==> config.mk <==
export PLATFORM = sky130hd
export DESIGN_NAME = lvt_timer
export DESIGN_NICKNAME = d
export VERILOG_FILES = /design/src/rtl/lvt_pkg.sv /design/src/rtl/lvt_regs.sv /design/src/rtl/lvt_counter.sv /design/src/rtl/lvt_req.sv /design/src/rtl/lvt_timer.sv
export SDC_FILE = /design/constraint.sdc
export NUM_CORES = 1
export LEC_CHECK = 0
export CORE_UTILIZATION = 54
export DETAILED_ROUTE_END_ITERATION = 16
export GPL_TIMING_DRIVEN = 0
export PLACE_DENSITY = 0.87
export SLEW_MARGIN = 20
export SYNTH_ARGS = -nofsm -noshare
export SYNTH_HDL_FRONTEND = slang
export SYNTH_SLANG_ARGS = --single-unit
==> constraint.sdc <==
create_clock -name clk -period 3.35 [get_ports clk]
set_input_delay 0.67 -clock clk [delete_from_list [all_inputs] [get_ports clk]]
set_output_delay 0.67 -clock clk [all_outputs]
set_load 0.02 [all_outputs]
==> src/rtl/lvt_pkg.sv <==
package lvt_pkg;

    localparam int REG_W = 32;

    // Writable bits of the timer entry; 11 and 31:18 stay zero
    localparam logic [REG_W-1:0] ENTRY_WMASK = 32'h0003_F7FF;
    localparam logic [REG_W-1:0] ENTRY_RESET = 32'h0001_0000;

    typedef struct packed {
        logic [13:0] rsv_hi;
        logic        periodic;
        logic        masked;
        logic        level;
        logic        remote_flag;
        logic        polarity;
        logic        status;
        logic        rsv_11;
        logic [2:0]  mode;
        logic [7:0]  vector;
    } lvt_entry_t;

    typedef struct packed {
        logic [7:0] vector;
        logic [2:0] mode;
        logic       level;
    } lvt_req_t;

    typedef enum logic [1:0] {
        SEL_ENTRY = 2'd0,
        SEL_INIT  = 2'd1,
        SEL_CUR   = 2'd2,
        SEL_NONE  = 2'd3
    } lvt_sel_e;

    function automatic lvt_entry_t entry_clean(input logic [REG_W-1:0] d);
        return lvt_entry_t'(d & ENTRY_WMASK);
    endfunction

    function automatic lvt_req_t entry_payload(input lvt_entry_t e);
        lvt_req_t r;
        r.vector = e.vector;
        r.mode   = e.mode;
        r.level  = e.level;
        return r;
    endfunction

endpackage

==> src/rtl/lvt_regs.sv <==
module lvt_regs
    import lvt_pkg::*;
#(
    parameter int CNT_W = 32
) (
    input  logic             clk,
    input  logic             rst,
    input  logic             wr,
    input  logic [1:0]       addr,
    input  logic [REG_W-1:0] wdata,
    input  logic [CNT_W-1:0] cur_cnt,
    output lvt_entry_t       entry,
    output logic [CNT_W-1:0] init_cnt,
    output logic             init_load,
    output logic [CNT_W-1:0] init_val,
    output logic [REG_W-1:0] rdata
);

    lvt_sel_e sel;
    logic [REG_W-1:0] init_ext;
    logic [REG_W-1:0] cur_ext;

    assign sel       = lvt_sel_e'(addr);
    assign init_load = wr && (sel == SEL_INIT);
    assign init_val  = wdata[CNT_W-1:0];

    generate
        if (CNT_W < REG_W) begin : g_ext
            assign init_ext = {{(REG_W-CNT_W){1'b0}}, init_cnt};
            assign cur_ext  = {{(REG_W-CNT_W){1'b0}}, cur_cnt};
        end else begin : g_full
            assign init_ext = init_cnt;
            assign cur_ext  = cur_cnt;
        end
    endgenerate

    always_ff @(posedge clk) begin
        if (rst) begin
            entry    <= lvt_entry_t'(ENTRY_RESET);
            init_cnt <= '0;
        end else begin
            if (wr && (sel == SEL_ENTRY))
                entry <= entry_clean(wdata);
            if (init_load)
                init_cnt <= init_val;
        end
    end

    always_comb begin
        unique case (sel)
            SEL_ENTRY: rdata = REG_W'(entry);
            SEL_INIT:  rdata = init_ext;
            SEL_CUR:   rdata = cur_ext;
            default:   rdata = '0;
        endcase
    end

endmodule

==> src/rtl/lvt_counter.sv <==
module lvt_counter #(
    parameter int CNT_W = 32
) (
    input  logic             clk,
    input  logic             rst,
    input  logic             tick_en,
    input  logic             load,
    input  logic [CNT_W-1:0] load_val,
    input  logic             periodic,
    input  logic [CNT_W-1:0] reload_val,
    output logic [CNT_W-1:0] cur,
    output logic             expire
);

    localparam logic [CNT_W-1:0] ONE = CNT_W'(1);

    logic at_one;
    logic running;

    assign at_one  = (cur == ONE);
    assign running = (cur != '0);
    // A load in the same cycle pre-empts the tick
    assign expire  = tick_en && at_one && !load;

    always_ff @(posedge clk) begin
        if (rst)
            cur <= '0;
        else if (load)
            cur <= load_val;
        else if (tick_en && running) begin
            if (at_one)
                cur <= periodic ? reload_val : '0;
            else
                cur <= cur - ONE;
        end
    end

endmodule

==> src/rtl/lvt_req.sv <==
module lvt_req
    import lvt_pkg::*;
(
    input  logic     clk,
    input  logic     rst,
    input  logic     fire,
    input  lvt_req_t fire_pay,
    input  logic     ready,
    output logic     valid,
    output lvt_req_t pay
);

    logic taken;
    logic slot_free;

    assign taken     = valid && ready;
    assign slot_free = !valid || ready;

    always_ff @(posedge clk) begin
        if (rst) begin
            valid <= 1'b0;
            pay   <= '0;
        end else if (fire && slot_free) begin
            valid <= 1'b1;
            pay   <= fire_pay;
        end else if (taken) begin
            valid <= 1'b0;
        end
    end

endmodule

==> src/rtl/lvt_timer.sv <==
module lvt_timer
    import lvt_pkg::*;
#(
    parameter int CNT_W = 32
) (
    input  logic        clk,
    input  logic        rst,
    input  logic        tick_en,
    input  logic        reg_wr,
    input  logic [1:0]  reg_addr,
    input  logic [31:0] reg_wdata,
    output logic [31:0] reg_rdata,
    input  logic        req_ready,
    output logic        req_valid,
    output logic [7:0]  req_vector,
    output logic [2:0]  req_mode,
    output logic        req_level
);

    lvt_entry_t       ent;
    logic [CNT_W-1:0] init_cnt;
    logic [CNT_W-1:0] init_val;
    logic [CNT_W-1:0] cur_cnt;
    logic             init_load;
    logic             expire;
    lvt_req_t         out_pay;

    lvt_regs #(.CNT_W(CNT_W)) u_regs (
        .clk      (clk),
        .rst      (rst),
        .wr       (reg_wr),
        .addr     (reg_addr),
        .wdata    (reg_wdata),
        .cur_cnt  (cur_cnt),
        .entry    (ent),
        .init_cnt (init_cnt),
        .init_load(init_load),
        .init_val (init_val),
        .rdata    (reg_rdata)
    );

    lvt_counter #(.CNT_W(CNT_W)) u_cnt (
        .clk       (clk),
        .rst       (rst),
        .tick_en   (tick_en),
        .load      (init_load),
        .load_val  (init_val),
        .periodic  (ent.periodic),
        .reload_val(init_cnt),
        .cur       (cur_cnt),
        .expire    (expire)
    );

    lvt_req u_req (
        .clk     (clk),
        .rst     (rst),
        .fire    (expire && !ent.masked),
        .fire_pay(entry_payload(ent)),
        .ready   (req_ready),
        .valid   (req_valid),
        .pay     (out_pay)
    );

    assign req_vector = out_pay.vector;
    assign req_mode   = out_pay.mode;
    assign req_level  = out_pay.level;

endmodule

# Word level (Yosys, flattened, before mapping)

Cells that the tools add are included.

Register bits: 94
Latch bits: 0
Bits in writable memories: 0
Bits in read-only memories: 0
Bits of input ports: 39
Output and inout bits: 45
Logic and storage cells: 41
Memories: 0

$add $sub $neg: 1
Multiply operators: 0
Divide/modulo/power cells: 0
$lt $le $gt $ge: 0
Equal/unequal tests: 3
Shift-type cells: 0
Muxes and demuxes: 7
Bitwise logic cells: 0
Reductions and logical operators: 16

Operators with widths:

| kind                    | count |
|---|---|
| $mux W32                | 4 |
| $pmux W32 S3            | 1 |
| $eq A32 B1 Y1 const B   | 1 |
| $reduce_bool A32 Y1     | 1 |
| $sub A32 B1 Y32 const B | 1 |
| $logic_and A1 B1 Y1     | 8 |
| $reduce_bool A2 Y1      | 2 |
| $logic_not A1 Y1        | 3 |
| $eq A2 B1 Y1 const B    | 1 |
| $eq A2 B2 Y1 const B    | 1 |
| $logic_not A2 Y1        | 1 |
| $mux W1                 | 2 |
| $logic_or A1 B1 Y1      | 1 |

# Longest topological paths before layout

Gate-level depths: netlist of the first run.

Depth in word-level cells: 7
Gate-level depth with buffers: 9
Depth with buffers taken out: 8

# Modules after synthesis

A second synthesis of the first run with hierarchy kept.

Cells, all modules: 710
Area total of the unflattened synthesis: 6145.9 µm²

Modules (own cells, without submodules):

| module      | times used | cells an instance | area each (µm²) | seq. area each (µm²) |
|---|---|---|---|---|
| lvt_regs    | 1          | 306               | 2951.6          | 980.9 |
| lvt_counter | 1          | 347               | 2591.2          | 640.6 |
| lvt_req     | 1          | 56                | 589.3           | 260.2 |
| lvt_timer   | 1          | 1                 | 13.8            | 0.0 |

# Worst setup path before layout of the first run

No wires, ideal clock.

Path type: input to output
From: input reg_addr[1]
To: output reg_rdata[0]
Data arrival time: 2167 ps
Required time: 2680 ps
Slack: 513 ps
Stages on the path: 4
Buffers on the path: 2
Cell sequence: buf_1 -> buf_1 -> mux2i_1 -> o21ai_0

Cells in the longest elaborated chain, start to end: 2
Elaborated cells between the ends (all ways): 4
Those cells by class: eq/ne: 2; mux: 1; reduce/logical: 1

Ends and longest elaborated chain:

| element                              | line            | RTL |
|---|---|---|
| from (decl)                          | lvt_timer.sv:10 | `input logic [1:0] reg_addr,` |
| $eq A2 B2 Y1 (tied with other cells) | lvt_regs.sv:50  | `unique case (sel)` |
| $pmux W32 S3 (*)                     | lvt_regs.sv:50  |  |
| to (decl)                            | lvt_timer.sv:12 | `output logic [31:0] reg_rdata,` |

Every way passes the cells marked *; elsewhere a longest branch is shown, timed or not.

# Final worst setup path of the first run

From: register u_cnt.cur[12]
To: register u_cnt.cur[30]

Cells in the longest elaborated chain, start to end: 4
Elaborated cells between the ends (all ways): 8
Those cells by class: add/sub: 1; eq/ne: 1; mux: 3; reduce/logical: 3

Ends and longest elaborated chain:

| element                                          | line                                 | RTL |
|---|---|---|
| from (decl)                                      | lvt_counter.sv:11                    | `output logic [CNT_W-1:0] cur,` |
| from (signal assigned)                           | lvt_counter.sv:29                    | `cur <= load_val;` |
| from (signal assigned)                           | lvt_counter.sv:32                    | `cur <= periodic ? reload_val : '0;` |
| from (signal assigned)                           | lvt_counter.sv:34                    | `cur <= cur - ONE;` |
| $sub A32 B1 Y32 or $eq A32 B1 Y1 (tied branches) | lvt_counter.sv:34, lvt_counter.sv:20 |  |
| $mux W32                                         | lvt_counter.sv:31                    | `if (at_one)` |
| $mux W32                                         | lvt_counter.sv:30                    | `else if (tick_en && running) begin` |
| $mux W32                                         | lvt_counter.sv:28                    | `else if (load)` |

Several ways; a longest one is shown, not always the timed one. The select of a mux whose other input is x is not followed.
A chain may end at the register's enable or synchronous reset.

==> impl_metrics.py, run 1 <==
metrics = {
    "timing": {
        "setup_ws_ps": 141,
        "relSlewSlack": 0.359,
        "tightestPinTransition_ps": 961,
        "fmax_mhz": 312,
        "maxSlewViolCount": 0,
        "hold_viol": 0,
        "min_period_ps": 3210,
        "hold-worst-slack_ps": 465,
        "min_period_over_period": 0.958,
        "finClkSkew_ps": 15.4,
        "finalSetupViolations": 0,
    },
    "logic_synthesis": {
        "yosys_warnings": 0,
        "syn_area_per_cell_um2": 7.57,
        "synth_edf_count": 0,
        "synth.distinct_cells": 59,
        "synth_seq_area_share": 0.373,
        "syn_nets": 708,
        "yosysTopAreaCellShare": 0.373,
        "synthCells": 667,
        "synth_area_um2": 5050,
        "synth_top_area_cell": "dfxtp_1",
        "synth_area_leaders": "dfxtp_1 37%, nand2_1 10%, a21oi_1 7.0%",
        "synth_seq_cells": 94,
        "synth_ff_type": "dfxtp_1",
        "async_reset_ff_frac": 0,
    },
    "critical_path": {
        "reg2reg_slack_ps": 140,
        "cp.required_ps": 3610,
        "critPathMaxFanout": 10,
        "worstSetupStartpoint": "u_cnt.cur[12]",
        "timing.rr.end": "u_cnt.cur[30]",
        "start_kind": "flop",
        "cp.arrival_ps": 3470,
        "r2r_cells": 9,
        "reg2reg_from": "u_cnt.cur[12]",
        "cp-end-kind": "flop",
        "crit_type": "reg -> reg",
    },
    "drt": {
        "drc": 0,
        "via_count": 5912,
        "drt_pass1_iterations": 6,
        "routedWlPerCell_um": 23.3,
        "wl_um": 20400,
        "drtAntennaViolNets": 0,
        "routed_via_density": 6.75,
        "drt-initial-drc-count": 662,
    },
    "clocking": {
        "cts_buffers": 9,
        "clock_sinks": 94,
        "cts_tree": "built",
        "cts_root_buf": "clkbuf_8",
        "cts_buffer_depth": 2,
        "worstSkewPairLatency_ps": 380,
        "clk_transition_reported_paths_ps": 110,
        "htree_levels": 3,
    },
    "floorplanning": {
        "rows": 34,
        "fp.dieArea_um2": 9740,
        "core_um2": 8890,
        "die_w_um": 98.7,
        "initial_core_util": 0.568,
        "ios": 84,
        "die_h_um": 98.7,
    },
    "worst_hold_path": {
        "min_path_type": "reg -> reg",
        "holdPathEnd": "u_regs.entry[12]",
        "min_from": "u_regs.entry[12]",
        "holdPathStages": 2,
    },
    "cells_and_area": {
        "regArea_um2": 1880,
        "multi_input_area_um2": 2970,
        "layout.nets": 804,
        "n_antenna_cell": 0,
        "drive_above_1_share": 0.0638,
        "fill_cells": 774,
        "area_growth_pct": 24.7,
    },
    "global_routing": {
        "grt_overflow": 0,
        "globalRouteTotalUtil": 0.423,
        "grt_max_degree": 18,
        "antenna_found_initial": 0,
        "first_global_vias": 5702,
        "grt_pass1_wl_um": 31100,
    },
    "run_status": {
        "outcome": "completed",
    },
    "power": {
        "p_leak_uw": 0.00241,
        "peakVddDrop_uv": 339,
        "power_density_nw_per_um2": 477,
    },
    "place": {
        "place_ws_ps": -1240,
        "gp_congestion": 0.983,
        "dpl.hpwl_um": 14000,
        "port_buffers": 83,
    },
    "run": {
        "maxCapViolations": 0,
    },
}
==> worst max-delay path: stages, from the launching register on <==
cell      delay, ps
dfxtp_1         320
clkbuf_1        180
nor4_1          390
nand2_1         380
nor4_2          650
clkbuf_2        410
buf_2           350
o21ai_0         190
nand3_1         140
o21ai_0          90
==> layer usage <==
| metal | vias to the layer above | global-route usage | routed length, um |
|---|---|---|---|
| met2 | 451 | 0.706 | 9240 |
| met1 | 2736 | 0.510 | 7670 |
| met3 | 120 | 0.0667 | 2100 |
| li1 | 2605 | - | - |
| met4 | 0 | 0.272 | 1400 |
| met5 | - | 0 | 0 |
==> logic make-up after synthesis <==
group | count (synthesis) | synth area share
AOI/OAI and AO/OA | 201 | 0.245
buffers and inverters | 60 | 0.0468
DFF | 94 | 0.373
adders and majority gates | 2 | 0.00495
and+or+nand+nor | 274 | 0.261
muxes | 30 | 0.0595
xor gates and xnor gates | 6 | 0.0104
==> final cells by class <==
cell class	instances	area share
plain buffers	53	0.0417
well taps	108	0.0215
repair buffers	85	0.129
flip-flops and latches	94	0.299
multi-input cells	513	0.472
clock inverters	6	0.0119
clock buffers	10	0.0219
inverters	7	0.00417
==> power by group <==
| part | leakage [uW] | switching [uW] | internal [uW] |
|---|---|---|---|
| Sequential | 0.000765 | 98.4 | 1190 |
| Clock | 0.000106 | 467 | 380 |
| Combinational | 0.00154 | 553 | 317 |
==> metrics by stage <==
| step | std cells | area (um2) | power, uW | util | setup TNS (ps) |
|---|---|---|---|---|---|
| floorplan | 667 | 5050 | 1820 | - | 0 |
| global placement | 858 | 6020 | 2110 | 0.677 | -33220 |
| detailed placement | 859 | 6030 | 2130 | 0.679 | -31110 |
| CTS | 876 | 6270 | 2950 | 0.705 | 0 |
| global route | 876 | 6300 | 3110 | 0.708 | -37.2 |
| finish | 876 | 6300 | 3000 | 0.708 | 0 |
==> what timing repair did <==
item,4_1_cts,5_1_grt
endpoints found under the setup margin,32,47
gates resized for setup,53,14
buffers inserted,1,0
pin swaps,0,0
hold buffers,0,0
==> layout by cell type, fill, tap and decap left out, types with 7 or more instances in the layout <==
cell type and instances:
a21oi_1 71, a22o_1 15, a31oi_1 7, a32o_1 8
and3_1 10, clkbuf_1 35, clkbuf_8 13, clkdlybuf4s50_1 50
dfxtp_1 94, dlygate4sd2_1 29, inv_1 7, mux2i_1 30
nand2_1 137, nand3_1 13, nand4_1 11, nor2_1 40
nor3_1 14, o211ai_1 8, o21ai_0 59, or3_1 7
==> synth_stat cells, types with 8 or more instances <==
master      n
nor3_1     15
clkbuf_1   43
nor2_1     40
nand4_1    11
nand2_1   137
a32o_1      8
mux2i_1    30
o21ai_0    59
a21oi_1    71
and3_1     10
nand3_1    13
nor4_1      8
a22o_1     15
o211ai_1    8
dfxtp_1    94
==> worst max path at each step <==
stage                    end  slack, ps
6_report       u_cnt.cur[30]        140
3_3_place_gp   reg_rdata[18]      -1120
2_1_floorplan   reg_rdata[0]        510
4_1_cts        reg_rdata[31]          5
5_1_grt        u_cnt.cur[30]        -20
3_5_place_dp   reg_rdata[11]      -1240
==> state kept, by name, summed over array words and instances, names as in the netlist <==
register / flops
u_regs.init_cnt: 32
u_req.pay: 12
u_req.valid: 1
u_cnt.cur: 32
u_regs.entry: 17
No activity file was read; power rests on OpenSTA's default activity.
==> run 2: changes to the inputs <==
--- a/config.mk
+++ b/config.mk
@@ -6,6 +6,7 @@
 export NUM_CORES = 1
 export LEC_CHECK = 0
 export CORE_UTILIZATION = 54
+export CTS_CLUSTER_SIZE = 30
 export DETAILED_ROUTE_END_ITERATION = 16
 export GPL_TIMING_DRIVEN = 0
 export PLACE_DENSITY = 0.87
==> results of run 2 <==
The final DEF is identical to that of run 1; final timing and power are the same.
==> run 3: changes to the inputs <==
--- a/config.mk
+++ b/config.mk
@@ -5,6 +5,7 @@
 export SDC_FILE = /design/constraint.sdc
 export NUM_CORES = 1
 export LEC_CHECK = 0
+export CAP_MARGIN = 20
 export CORE_UTILIZATION = 54
 export CTS_CLUSTER_SIZE = 30
 export DETAILED_ROUTE_END_ITERATION = 16
==> results of run 3 <==
The final DEF is identical to that of run 1; final timing and power are the same.
